### config.mk
export PLATFORM = sky130hd
export DESIGN_NAME = hwmutex_bank
export DESIGN_NICKNAME = d
export VERILOG_FILES = /design/src/rtl/hwmutex_pkg.sv /design/src/rtl/hwmutex_decode.sv /design/src/rtl/hwmutex_locks.sv /design/src/rtl/hwmutex_bank.sv
export SDC_FILE = /design/constraint.sdc
export NUM_CORES = 1
export LEC_CHECK = 0
export BUFFER_PORTS_ARGS = -buffer_cell sky130_fd_sc_hd__buf_2
export CAP_MARGIN = 20
export CELL_PAD_IN_SITES_DETAIL_PLACEMENT = 1
export CELL_PAD_IN_SITES_GLOBAL_PLACEMENT = 2
export CORE_MARGIN = 10
export CORE_UTILIZATION = 30
export DETAILED_ROUTE_END_ITERATION = 10
export PLACE_DENSITY = 0.86
export SKIP_LAST_GASP = 1
export SLEW_MARGIN = 10
export SYNTH_ARGS = -nofsm -noshare
export SYNTH_HDL_FRONTEND = slang
export SYNTH_SLANG_ARGS = --single-unit
### constraint.sdc
create_clock -name clk -period 4.35 [get_ports clk]
set_clock_uncertainty 0.1 [all_clocks]
set_input_delay 0.2175 -clock clk [delete_from_list [all_inputs] [get_ports clk]]
set_output_delay 0.2175 -clock clk [all_outputs]
set_load 0.02 [all_outputs]
### src/rtl/hwmutex_pkg.sv
package hwmutex_pkg;
    localparam int unsigned DATA_W         = 32;
    localparam int unsigned LOCK_BASE      = 'h800;
    localparam int unsigned STATUS_ADDR    = 'h14;
    localparam int unsigned CODE_LSB       = 24;
    localparam int unsigned LOCKS_PER_CODE = 32;

    typedef struct packed {
        logic              ready;
        logic [DATA_W-1:0] rdata;
    } resp_t;
endpackage

### src/rtl/hwmutex_decode.sv
module hwmutex_decode #(
    parameter int unsigned NUM_LOCKS = 32,
    parameter int unsigned ADDR_W    = 12,
    localparam int unsigned IDX_W    = $clog2(NUM_LOCKS)
) (
    input  logic [ADDR_W-1:0] addr,
    output logic              hit_lock,
    output logic              hit_status,
    output logic [IDX_W-1:0]  lock_idx
);
    import hwmutex_pkg::*;

    localparam logic [ADDR_W-1:0] BASE_A   = ADDR_W'(LOCK_BASE);
    localparam logic [ADDR_W-1:0] WIN_A    = ADDR_W'(NUM_LOCKS * 4);
    localparam logic [ADDR_W-1:0] STATUS_A = ADDR_W'(STATUS_ADDR);

    logic [ADDR_W-1:0] ofs;

    always_comb begin
        ofs        = addr - BASE_A;
        hit_lock   = (addr >= BASE_A) && (ofs < WIN_A) && (ofs[1:0] == 2'b00);
        hit_status = (addr == STATUS_A);
        lock_idx   = ofs[IDX_W+1:2];
    end
endmodule

### src/rtl/hwmutex_locks.sv
module hwmutex_locks #(
    parameter int unsigned NUM_LOCKS = 32,
    localparam int unsigned IDX_W    = $clog2(NUM_LOCKS)
) (
    input  logic                 clk,
    input  logic                 rst,
    input  logic                 acquire,
    input  logic                 release_req,
    input  logic [IDX_W-1:0]     idx,
    output logic [NUM_LOCKS-1:0] state,
    output logic                 cur_bit
);
    logic [NUM_LOCKS-1:0] state_d;
    logic [NUM_LOCKS-1:0] state_q;

    for (genvar g = 0; g < NUM_LOCKS; g++) begin : g_lock
        always_comb begin
            state_d[g] = state_q[g];
            if (idx == IDX_W'(g)) begin
                if (acquire)
                    state_d[g] = 1'b1;
                else if (release_req)
                    state_d[g] = 1'b0;
            end
        end
    end

    always_ff @(posedge clk) begin
        if (rst)
            state_q <= '0;
        else
            state_q <= state_d;
    end

    assign state   = state_q;
    assign cur_bit = state_q[idx];
endmodule

### src/rtl/hwmutex_bank.sv
module hwmutex_bank #(
    parameter int unsigned NUM_LOCKS = 32,
    parameter int unsigned ADDR_W    = 12
) (
    input  logic              clk,
    input  logic              rst,
    input  logic              req,
    input  logic              we,
    input  logic [ADDR_W-1:0] addr,
    input  logic [31:0]       wdata,
    output logic [31:0]       rdata,
    output logic              ready
);
    import hwmutex_pkg::*;

    localparam int unsigned IDX_W = $clog2(NUM_LOCKS);
    localparam logic [DATA_W-1:0] STATUS_WORD =
        DATA_W'(NUM_LOCKS / LOCKS_PER_CODE) << CODE_LSB;

    logic                 hit_lock;
    logic                 hit_status;
    logic [IDX_W-1:0]     lock_idx;
    logic [NUM_LOCKS-1:0] lock_vec;
    logic                 cur_bit;
    logic                 do_acq;
    logic                 do_rel;
    resp_t                resp_d;
    resp_t                resp_q;

    hwmutex_decode #(.NUM_LOCKS(NUM_LOCKS), .ADDR_W(ADDR_W)) u_dec (
        .addr       (addr),
        .hit_lock   (hit_lock),
        .hit_status (hit_status),
        .lock_idx   (lock_idx)
    );

    assign do_acq = req && !we && hit_lock;
    assign do_rel = req && we && hit_lock && (wdata == '0);

    hwmutex_locks #(.NUM_LOCKS(NUM_LOCKS)) u_locks (
        .clk         (clk),
        .rst         (rst),
        .acquire     (do_acq),
        .release_req (do_rel),
        .idx         (lock_idx),
        .state       (lock_vec),
        .cur_bit     (cur_bit)
    );

    always_comb begin
        resp_d       = '0;
        resp_d.ready = req;
        if (req && !we) begin
            if (hit_lock)
                resp_d.rdata = DATA_W'(cur_bit);
            else if (hit_status)
                resp_d.rdata = STATUS_WORD;
        end
    end

    always_ff @(posedge clk) begin
        if (rst)
            resp_q <= '0;
        else
            resp_q <= resp_d;
    end

    assign rdata = resp_q.rdata;
    assign ready = resp_q.ready;
endmodule

==> results of run 1 <==
Yosys cell counts, types with 2 or more instances:
master / n / share of area, %
sky130_fd_sc_hd__dfxtp_1: 35 / 33
sky130_fd_sc_hd__mux2i_1: 6 / 2.8
sky130_fd_sc_hd__a21oi_1: 32 / 7.4
sky130_fd_sc_hd__nor2b_1: 2 / 0.58
sky130_fd_sc_hd__a211oi_1: 15 / 5.2
sky130_fd_sc_hd__nand3b_1: 3 / 1.0
sky130_fd_sc_hd__mux4_2: 6 / 6.3
sky130_fd_sc_hd__nor2_1: 10 / 1.7
sky130_fd_sc_hd__nor4_4: 2 / 2.0
sky130_fd_sc_hd__a31oi_1: 2 / 0.58
sky130_fd_sc_hd__nor4_1: 10 / 2.9
sky130_fd_sc_hd__or2b_1: 2 / 0.70
sky130_fd_sc_hd__nand3_1: 17 / 4.0
sky130_fd_sc_hd__nor3_1: 8 / 1.9
sky130_fd_sc_hd__clkbuf_1: 4 / 0.70
sky130_fd_sc_hd__nand4_1: 3 / 0.87
sky130_fd_sc_hd__buf_6: 5 / 2.6
sky130_fd_sc_hd__buf_4: 31 / 11
sky130_fd_sc_hd__nand2_1: 5 / 0.87
sky130_fd_sc_hd__or4b_4: 2 / 1.3
sky130_fd_sc_hd__buf_2: 3 / 0.70
sky130_fd_sc_hd__nand2b_1: 2 / 0.58
sky130_fd_sc_hd__nor3b_1: 16 / 5.6
sky130_fd_sc_hd__dlygate4sd3_1: 2 / 0.93
worst reg2reg max path: cells and delay by family (launching register included):
kind | cells | cell delay, ps
AO/OA/AOI/OAI | 1 | 40
flip-flops | 1 | 320
multiplexers | 2 | 640
AND/OR/NAND/NOR | 2 | 180
final timing paths:
| path | cells past startpoint | from | end | slack (ps) |
|---|---|---|---|---|
| setup / recovery | 6 | addr[9] | u_locks.state[15] | 1940 |
| hold / removal | 2 | req | ready | 60 |
| setup reg to reg | 5 | u_locks.state[15] | rdata[0] | 2940 |
| hold reg to reg | 2 | u_locks.state[5] | u_locks.state[5] | 380 |
sequential cells by signal (all words and copies together) (netlist names):
| name | count |
|---|---|
| u_locks.state | 32 |
| rdata | 2 |
| ready | 1 |
layer usage:
| metal | GRT usage [%] | wire length [um] | vias up |
|---|---|---|---|
| met3 | 3.32 | 412 | 4 |
| met5 | 0 | 0 | - |
| li1 | - | - | 892 |
| met2 | 18.1 | 2780 | 76 |
| met1 | 15.7 | 3170 | 855 |
| met4 | 3.63 | 63 | 0 |
stage by stage:
step	power (uW)	hold slack, ps
2_1_floorplan	408	246
3_3_place_gp	415	357
3_5_place_dp	415	353
4_1_cts	774	46.7
5_1_grt	802	90.3
6_report	764	58.3
power by group through the flow:
stage | clock (uW) | combinational, uW | sequential [uW]
4_1_cts | 366 | 87.0 | 321
6_report | 355 | 88.0 | 321
3_3_place_gp | 0 | 86.3 | 328
5_1_grt | 385 | 96.7 | 321
2_1_floorplan | 0 | 79.0 | 329
3_5_place_dp | 0 | 86.7 | 328
logic make-up (layout without fill, tap and decap cells):
group | after synthesis | in the layout | share of synthesized area, %
mux | 12 | 12 | 9.07
simple gates | 90 | 90 | 27.9
other cells | 1 | 30 | 0.174
buf+inv | 47 | 58 | 16.7
flops | 35 | 35 | 32.6
compound gates | 50 | 50 | 13.7
cell type report:
cell class / instances / area [um^2]
clock inverters: 3 / 67.6
fillers: 842 / 4460
clock buffers: 5 / 68.8
repair buffers: 50 / 250
well taps: 96 / 120
flip-flops and latches: 35 / 701
multi-input cells: 182 / 1200
==> results.rst, run 1 <==
.. list-table::
   :header-rows: 1

   * - Metric
     - Value
   * - Final instance count without filler cells
     - 371
   * - Design Area, Final
     - 2410 um^2
   * - Leading cell types in the layout, fill and taps excluded
     - 50 x sky130_fd_sc_hd__buf_2, 35 x sky130_fd_sc_hd__dfxtp_1, 32 x sky130_fd_sc_hd__a21oi_1, 30 x sky130_fd_sc_hd__conb_1, 17 x sky130_fd_sc_hd__nand3_1
   * - Vias per inst
     - 4.92
   * - Peak per-stage delay on the critical path
     - 820 ps
   * - Total Routed Length
     - 6.42 mm
   * - Maximum clock frequency
     - 415 MHz
   * - Count of different cell masters after synthesis
     - 36
   * - Vertical extent of the die
     - 105 um
   * - I/O Pins
     - 81
   * - Initial standard-cell utilization of the core
     - 31.3%
   * - Antenna violations before repair
     - 0
   * - Total power divided by cell area
     - 317 nW/um^2
   * - Setup Slack @ Placement
     - 1640 ps
   * - Antenna diode count
     - 0
   * - Inst Count DP
     - 363
   * - Post-CTS Setup Inserts
     - 0
   * - Number of hold violations in the final report
     - 0
   * - Buf/Inv on CP
     - 1
   * - CTS clk-pin slew, worst paths
     - 70 ps
   * - Relative slew margins
     - 35.1%
   * - Clk sink count
     - 35
   * - Sequential-to-total area share from yosys stat
     - 32.6%
   * - Chip width
     - 105 um
   * - Buffers on Ports
     - 50
   * - CP Capture Type
     - flip-flop
   * - Critical path type
     - in2reg
   * - Area growth from synthesis to final layout
     - 11.9%
   * - Number of max-cap violations
     - 0
   * - CTS tree
     - yes
   * - Pins over their slew limit
     - 0
   * - GRT Resource Usage Total
     - 11.8%
   * - Wire length of the first global-routing pass
     - 10.7 mm
   * - Sw Share
     - 24.8%
   * - Mapped Area
     - 2150 um^2
   * - HPWL reported at the end of detailed placement
     - 4.84 mm
   * - Result of the run
     - finished clean
   * - Dominant delay contributor by cell family on the critical path
     - simple AND/OR/NAND/NOR gates
   * - Number of nets with antenna violations after routing
     - 0
   * - Type of the most critical hold path
     - in2reg
   * - Leading cell type in the layout, fill and taps excluded
     - sky130_fd_sc_hd__buf_2
   * - Part of the power in the clock network
     - 46.5%
   * - Cells after synthesis
     - 235
   * - Detailed-routing iteration count for the pre-antenna-repair pass
     - 4
   * - Worst-path fanout max
     - 17
   * - Worst-skew pair later-pin latency
     - 290 ps
   * - Period Utilization, post-route
     - 55.4%
   * - Power share of the sequential group
     - 42.0%
   * - Area of the core
     - 6870 um^2
   * - Cell row count
     - 30
   * - Critical Path RT
     - 4390 ps
   * - #FFs+latches synth
     - 35
   * - Dominant synthesized flop cell
     - sky130_fd_sc_hd__dfxtp_1
   * - Via Count
     - 1827
   * - Transition at the pin with the smallest max-transition slack
     - 966 ps
   * - Clock tree buffer depth
     - 2
   * - Max VDD drop
     - 0.112 mV
   * - Count of synthesis-stage warnings from yosys
     - 0
   * - Residual DRC count
     - 0
   * - Maximum number of pins on one net before global-route repair
     - 35
   * - Leakage power
     - 0.000878 uW
   * - Proportion of register bits with asynchronous set or reset after synthesis
     - 0%
   * - Number of buffers created by CTS
     - 5
   * - Combinational share of power
     - 11.5%
   * - Syn Area/Cell
     - 9.16 um^2
   * - Setup slack after layout
     - 1940 ps
   * - Endpoint arrival time on the critical path
     - 2450 ps
   * - Total placed instance area
     - 2270 um^2
   * - Drt initial violations
     - 83
   * - Routed wire length per instance
     - 17.3 um
   * - Post-layout utilization of the core
     - 35.1%
   * - Count of H-tree levels built during CTS
     - 2
   * - Unrepaired setup endpoints after global routing
     - no
   * - Post-layout nets
     - 322
   * - Startpoint types
     - input port
   * - Number of enable flip-flop cells after synthesis
     - 0
   * - Buffer cell driving the clock tree root
     - sky130_fd_sc_hd__clkbuf_8
   * - Total negative slack for setup checks
     - 0 ps
   * - Internal Pwr Total
     - 575 uW
   * - CP Cell Sequence
     - buf_2 > or4b_4 > nand3b_4 > nor4_4 > and2b_4 > a211oi_1
   * - Global placer's final weighted congestion
     - 0.744
   * - Fraction of layout cells with a size suffix above 1
     - 26.5%
   * - Switching pwr
     - 189 uW
   * - Final Critical Period
     - 2410 ps
   * - Total gr overflow
     - 0
   * - Count of hold buffers inserted by post-cts repair
     - 0
   * - Critical-path top delay cell
     - sky130_fd_sc_hd__nor4_4
   * - Area of the die
     - 11000 um^2
   * - Vias in the first global route
     - 2013
   * - Count of instances resized after the clock tree is built
     - 0
   * - Finish-stage setup viols
     - 0
(Power assumes the default switching activity.)
==> inputs of run 2 (changes only) <==
--- a/config.mk
+++ b/config.mk
@@ -10,9 +10,9 @@
 export CELL_PAD_IN_SITES_DETAIL_PLACEMENT = 1
 export CELL_PAD_IN_SITES_GLOBAL_PLACEMENT = 2
 export CORE_MARGIN = 10
-export CORE_UTILIZATION = 30
+export CORE_UTILIZATION = 28
 export DETAILED_ROUTE_END_ITERATION = 10
-export PLACE_DENSITY = 0.86
+export PLACE_DENSITY = 0.81
 export SKIP_LAST_GASP = 1
 export SLEW_MARGIN = 10
 export SYNTH_ARGS = -nofsm -noshare
==> constraint.sdc (replaced) <==
create_clock -name clk -period 2.35 [get_ports clk]
set_clock_uncertainty 0.1 [all_clocks]
set_input_delay 0.1175 -clock clk [delete_from_list [all_inputs] [get_ports clk]]
set_output_delay 0.1175 -clock clk [all_outputs]
set_load 0.02 [all_outputs]
==> results.rst, run 2 (synthesized netlist as in run 1, its figures left out) <==
.. list-table::
   :header-rows: 1

   * - Metric
     - Value
   * - Power share of the sequential group
     - 50.5% (was 42.0%)
   * - Global-route layer with the greatest usage
     - met2 (unchanged)
   * - Clock tree buffer depth
     - 2 (unchanged)
   * - Internal Pwr Total
     - 843 uW (was 575 uW)
   * - Antenna diode count
     - 0 (unchanged)
   * - Setup Slack @ Placement
     - 267 ps (was 1640 ps)
   * - Buf/Inv on CP
     - 2 (was 1)
   * - Post-layout nets
     - 330 (was 322)
   * - Initial standard-cell utilization of the core
     - 29.2% (was 31.3%)
   * - GRT Resource Usage Total
     - 11.1% (was 11.8%)
   * - Area growth from synthesis to final layout
     - 12.2% (was 11.9%)
   * - Endpoint arrival time on the critical path
     - 2240 ps (was 2450 ps)
   * - Vias per inst
     - 5.01 (was 4.92)
   * - Number of buffers created by CTS
     - 5 (unchanged)
   * - CP Cell Sequence
     - dlygate4sd3_1 > buf_2 > or4b_4 > nand3b_4 > or4b_2 > nand2_1 > a21oi_1 (was buf_2 > or4b_4 > nand3b_4 > nor4_4 > and2b_4 > a211oi_1)
   * - Met2 routing resource usage after global routing
     - 17.7% (was 18.1%)
   * - Worst-path fanout max
     - 4 (was 17)
   * - Vertical extent of the die
     - 108 um (was 105 um)
   * - Critical path capture point
     - u_locks.state[5] (was u_locks.state[15])
   * - Result of the run
     - finished clean (unchanged)
   * - Area of the core
     - 7370 um^2 (was 6870 um^2)
   * - Setup slack after layout
     - 155 ps (was 1940 ps)
   * - Max reg flops
     - 32 (unchanged)
   * - FILL cells
     - 912 (was 842)
   * - Pins over their slew limit
     - 0 (unchanged)
   * - Chip width
     - 108 um (was 105 um)
   * - Relative slew margins
     - 53.0% (was 35.1%)
   * - Buffer cell driving the clock tree root
     - sky130_fd_sc_hd__clkbuf_8 (unchanged)
   * - Switching pwr
     - 333 uW (was 189 uW)
   * - Startpoint types
     - input port (unchanged)
   * - Type of the most critical hold path
     - in2reg (unchanged)
   * - Total negative slack for setup checks
     - 0 ps (unchanged)
   * - Global placer's final weighted congestion
     - 0.799 (was 0.744)
   * - HPWL reported at the end of detailed placement
     - 4.87 mm (was 4.84 mm)
   * - CTS clk-pin slew, worst paths
     - 70 ps (about the same)
   * - Clk sink count
     - 35 (unchanged)
   * - Via Count
     - 1902 (was 1827)
   * - Peak per-stage delay on the critical path
     - 640 ps (was 820 ps)
   * - Period Utilization, post-route
     - 93.4%
   * - Dominant delay contributor by cell family on the critical path
     - simple AND/OR/NAND/NOR gates (unchanged)
   * - Number of cells traversed by the worst register-to-register path
     - 4 (was 5)
   * - Total Routed Length
     - 6.65 mm (was 6.42 mm)
   * - Worst hold margin
     - 41.7 ps (was 58.3 ps)
   * - Cell row count
     - 31 (was 30)
   * - Slack of the worst reg-to-reg path
     - 880 ps (was 2940 ps)
   * - Unrepaired setup endpoints after global routing
     - no (unchanged)
   * - Wire length of the first global-routing pass
     - 10.4 mm (was 10.7 mm)
   * - Drt initial violations
     - 83 (unchanged)
   * - Critical Path RT
     - 2400 ps (was 4390 ps)
   * - Stages on the worst setup path
     - 7 (was 6)
   * - Total gr overflow
     - 0 (unchanged)
   * - Detailed-routing iteration count for the pre-antenna-repair pass
     - 4 (unchanged)
   * - Finish-stage setup viols
     - 0 (unchanged)
   * - CTS tree
     - yes (unchanged)
   * - Max VDD drop
     - 0.288 mV (was 0.112 mV)
   * - Leakage power
     - 0.000891 uW (was 0.000878 uW)
   * - CP Capture Type
     - flip-flop (unchanged)
   * - Final Critical Period
     - 2200 ps
   * - Worst flop-to-flop path endpoint
     - rdata[0] (unchanged)
   * - Routed wire length per instance
     - 17.5 um (was 17.3 um)
   * - Critical path type
     - in2reg (unchanged)
   * - Count of H-tree levels built during CTS
     - 2 (unchanged)
   * - Number of nets with antenna violations after routing
     - 0 (unchanged)
   * - Met3 usage in global routing
     - 3.89% (was 3.32%)
   * - Critical-path top delay cell
     - sky130_fd_sc_hd__or4b_2 (was sky130_fd_sc_hd__nor4_4)
   * - Leading cell types in the layout, fill and taps excluded
     - 50 x sky130_fd_sc_hd__buf_2, 35 x sky130_fd_sc_hd__dfxtp_1, 32 x sky130_fd_sc_hd__a21oi_1, 30 x sky130_fd_sc_hd__conb_1, 17 x sky130_fd_sc_hd__nand3_1 (unchanged)
   * - Antenna violations before repair
     - 0 (unchanged)
   * - Combinational share of power
     - 14.5% (was 11.5%)
   * - Part of the power in the clock network
     - 35.0% (was 46.5%)
   * - Met1 layer usage reported by global route
     - 13.9% (was 15.7%)
   * - I/O Pins
     - 81 (unchanged)
   * - Maximum clock frequency
     - 456 MHz
   * - Area of the die
     - 11600 um^2 (was 11000 um^2)
   * - Transition at the pin with the smallest max-transition slack
     - 698 ps (was 966 ps)
   * - Worst-skew pair later-pin latency
     - 290 ps (about the same)
   * - Maximum number of pins on one net before global-route repair
     - 35 (unchanged)
   * - Number of max-cap violations
     - 0 (unchanged)
   * - Number of hold violations in the final report
     - 0 (unchanged)
   * - Sw Share
     - 28.3% (was 24.8%)
   * - Buffers on Ports
     - 50 (unchanged)
   * - Fraction of layout cells with a size suffix above 1
     - 27.4% (was 26.5%)
   * - Residual DRC count
     - 0 (unchanged)
   * - Vias in the first global route
     - 2010 (was 2013)
   * - Total power divided by cell area
     - 487 nW/um^2 (was 317 nW/um^2)
   * - Critical path launch point
     - req (was addr[9])
   * - Leading cell type in the layout, fill and taps excluded
     - sky130_fd_sc_hd__buf_2 (unchanged)
   * - Worst R2R Start
     - u_locks.state[25] (was u_locks.state[15])
## run 2: cell types whose count changed in the layout (fill, tap and decap cells not counted), sizes merged
cell         delta
clkbuf          +1
dlygate4sd3     +1
clkinvlp        -1
buf             +7
bufinv          -2
## run 2: worst min path at each step
stage                       start       end  slack [ps]  cells past startpoint
after detailed placement      req     ready         260                      2
final                     addr[1]  rdata[0]          40                      4
after CTS                 addr[1]  rdata[0]          30                      4
after global routing      addr[1]  rdata[0]          60                      4
after floorplan               req     ready         150                      1
after global placement        req     ready         250                      2
## run 2: tightest hold or removal path: stages
cell and delay [ps]:
sky130_fd_sc_hd__buf_2 100, sky130_fd_sc_hd__nor4b_1 70, sky130_fd_sc_hd__nand4_1 70, sky130_fd_sc_hd__a31oi_1 40
## run 2: power by group through the flow
stage                     Clock, uW  Combinational, uW  Sequential, uW
after floorplan                   0                146             609
after global placement            0                164             608
after detailed placement          0                166             608
after CTS                       428                168             594
after global routing            454                185             594
final                           412                170             594
## run 2: cell type report
cell class	count	area, um^2	area share, %
well taps	99	124	5.13
multi-input cells	182	1200	49.7
flip-flops and latches	35	701	29.0
clock buffers	6	72.6	3.01
repair buffers	58	317	13.1
## run 2: what timing repair did
action | CTS | global route
setup buffers | 0 | 0
hold buffers | 1 | 0
hold endpoints to repair | 1 | 0
gates resized for setup | 0 | 1
endpoints found under the setup margin | 0 | 1
## run 2: stage by stage
| stage | instances | utilization [%] | power (uW) | cell area (um^2) |
|---|---|---|---|---|
| 3_3_place_gp | 373 | 31.6 | 772 | 2330 |
| 3_5_place_dp | 373 | 31.6 | 774 | 2330 |
| 5_1_grt | 380 | 32.8 | 1230 | 2410 |
| 2_1_floorplan | 264 | - | 755 | 2260 |
| 4_1_cts | 380 | 32.7 | 1190 | 2410 |
| 6_report | 380 | 32.8 | 1180 | 2410 |
## run 2: routing by layer
| layer | routed length, um | vias to the layer above |
|---|---|---|
| met4 | 65 | 0 |
| li1 | - | 903 |
| met5 | 0 | - |
| met2 | 2840 | 73 |
| met3 | 607 | 7 |
| met1 | 3140 | 919 |
==> inputs of run 3 (changes only) <==
--- a/config.mk
+++ b/config.mk
@@ -12,6 +12,7 @@
 export CORE_MARGIN = 10
 export CORE_UTILIZATION = 28
 export DETAILED_ROUTE_END_ITERATION = 10
+export MAX_ROUTING_LAYER = met4
 export PLACE_DENSITY = 0.81
 export SKIP_LAST_GASP = 1
 export SLEW_MARGIN = 10
==> results.rst, run 3 (synthesized netlist as in run 1, its figures left out) <==
.. list-table::
   :header-rows: 1

   * - Metric
     - Value
   * - Result of the run
     - finished clean (unchanged)
   * - Vias in the first global route
     - 2005 (was 2010)
   * - Type of the most critical hold path
     - in2reg (unchanged)
   * - Max VDD drop
     - 0.288 mV (about the same)
   * - Critical path type
     - in2reg (unchanged)
   * - Post-CTS Setup Inserts
     - 0 (unchanged)
   * - Finish-stage setup viols
     - 0 (unchanged)
   * - Clock tree buffer depth
     - 2 (unchanged)
   * - FILL cells
     - 912 (unchanged)
   * - Leakage power
     - 0.000891 uW (unchanged)
   * - Area of the die
     - 11600 um^2 (unchanged)
   * - Pins over their slew limit
     - 0 (unchanged)
   * - Area growth from synthesis to final layout
     - 12.2% (unchanged)
   * - Initial standard-cell utilization of the core
     - 29.2% (unchanged)
   * - Drt initial violations
     - 88 (was 83)
   * - Worst-skew pair later-pin latency
     - 290 ps (about the same)
   * - Vias per inst
     - 5.00 (was 5.01)
   * - Clk sink count
     - 35 (unchanged)
   * - Count of H-tree levels built during CTS
     - 2 (unchanged)
   * - Total Routed Length
     - 6.64 mm (was 6.65 mm)
   * - Maximum number of pins on one net before global-route repair
     - 35 (unchanged)
   * - Residual DRC count
     - 0 (unchanged)
   * - Unrepaired setup endpoints after global routing
     - no (unchanged)
   * - Number of hold violations in the final report
     - 0 (unchanged)
   * - Setup slack after layout
     - 155 ps (about the same)
   * - CTS clk-pin slew, worst paths
     - 70 ps (about the same)
   * - Buffer cell driving the clock tree root
     - sky130_fd_sc_hd__clkbuf_8 (unchanged)
   * - Total gr overflow
     - 0 (unchanged)
   * - Global placer's final weighted congestion
     - 0.810 (was 0.799)
   * - Endpoint arrival time on the critical path
     - 2240 ps (about the same)
   * - Leading cell type in the layout, fill and taps excluded
     - sky130_fd_sc_hd__buf_2 (unchanged)
   * - Routed wire length per instance
     - 17.5 um (about the same)
   * - Number of buffers created by CTS
     - 5 (unchanged)
   * - I/O Pins
     - 81 (unchanged)
   * - Fraction of layout cells with a size suffix above 1
     - 27.4% (unchanged)
   * - Period Utilization, post-route
     - 93.4% (about the same)
   * - Maximum clock frequency
     - 456 MHz (about the same)
   * - Relative slew margins
     - 53.0% (about the same)
   * - Leading cell types in the layout, fill and taps excluded
     - 50 x sky130_fd_sc_hd__buf_2, 35 x sky130_fd_sc_hd__dfxtp_1, 32 x sky130_fd_sc_hd__a21oi_1, 30 x sky130_fd_sc_hd__conb_1, 17 x sky130_fd_sc_hd__nand3_1 (unchanged)
   * - Vertical extent of the die
     - 108 um (unchanged)
   * - Transition at the pin with the smallest max-transition slack
     - 698 ps (about the same)
   * - Antenna violations before repair
     - 0 (unchanged)
   * - CP Capture Type
     - flip-flop (unchanged)
   * - Area of the core
     - 7370 um^2 (unchanged)
   * - Wire length of the first global-routing pass
     - 10.4 mm (unchanged)
   * - GRT Resource Usage Total
     - 11.5% (was 11.1%)
   * - Post-layout nets
     - 330 (unchanged)
   * - Final Critical Period
     - 2190 ps (was 2200 ps)
   * - CTS tree
     - yes (unchanged)
   * - Startpoint types
     - input port (unchanged)
   * - Number of max-cap violations
     - 0 (unchanged)
   * - Buffers on Ports
     - 50 (unchanged)
   * - Total power divided by cell area
     - 488 nW/um^2 (was 487 nW/um^2)
   * - Via Count
     - 1899 (was 1902)
   * - Max reg flops
     - 32 (unchanged)
   * - Slack of the worst reg-to-reg path
     - 880 ps (about the same)
   * - HPWL reported at the end of detailed placement
     - 4.87 mm (unchanged)
   * - Worst-path fanout max
     - 4 (unchanged)
   * - Critical Path RT
     - 2400 ps (about the same)
   * - Number of nets with antenna violations after routing
     - 0 (unchanged)
   * - Detailed-routing iteration count for the pre-antenna-repair pass
     - 4 (unchanged)
   * - Cell row count
     - 31 (unchanged)
   * - Chip width
     - 108 um (unchanged)
   * - Setup Slack @ Placement
     - 267 ps (unchanged)
   * - Total negative slack for setup checks
     - 0 ps (unchanged)
   * - Antenna diode count
     - 0 (unchanged)
==> run 3: final timing paths <==
| kind | startpoint | endpoint | depth (start not counted) |
|---|---|---|---|
| setup / recovery | req | u_locks.state[5] | 7 |
| hold / removal | addr[1] | rdata[0] | 4 |
| setup reg to reg | u_locks.state[25] | rdata[0] | 4 |
| hold reg to reg | u_locks.state[5] | u_locks.state[5] | 2 |
==> run 3: critical path, cell delays in order <==
cell	delay, ps
sky130_fd_sc_hd__dlygate4sd3_1	530
sky130_fd_sc_hd__buf_2	110
sky130_fd_sc_hd__or4b_4	500
sky130_fd_sc_hd__nand3b_4	200
sky130_fd_sc_hd__or4b_2	640
sky130_fd_sc_hd__nand2_1	90
sky130_fd_sc_hd__a21oi_1	50
==> run 3: report_power, final <==
part	internal [uW]	total [uW]	switching, uW
Clock	198	414	216
Sequential	594	594	0.221
Combinational	52.0	170	118
==> run 3: per-layer routing <==
metal / GRT usage (%) / vias up / share of wire [%]
met1: 14.0 / 904 / 47
met5: - / - / 0
li1: - / 904 / -
met3: 3.83 / 7 / 9.5
met2: 17.6 / 84 / 43
met4: 3.15 / 0 / 0.98
==> run 3: metrics by stage <==
stage	hold slack [ps]	cells	power, uW	area [um^2]	utilization (%)
floorplan	146	264	755	2260	-
global placement	251	373	772	2330	31.6
detailed placement	263	373	774	2330	31.6
CTS	30.6	380	1190	2410	32.7
global route	63.3	380	1230	2410	32.8
finish	45.1	380	1180	2410	32.8
==> run 3: final cells by class <==
| class | instances | area [um^2] | share of cell area [%] |
|---|---|---|---|
| multi-input cells | 182 | 1200 | 49.7 |
| flip-flops and latches | 35 | 701 | 29.0 |
| repair buffers | 58 | 317 | 13.1 |
| well taps | 99 | 124 | 5.13 |
| clock buffers | 6 | 72.6 | 3.01 |
==> run 3: timing repair <==
item	in CTS	in global routing
gates resized for setup	0	1
endpoints found under the setup margin	0	1
endpoints found under the hold margin	1	0
hold buffers	1	0
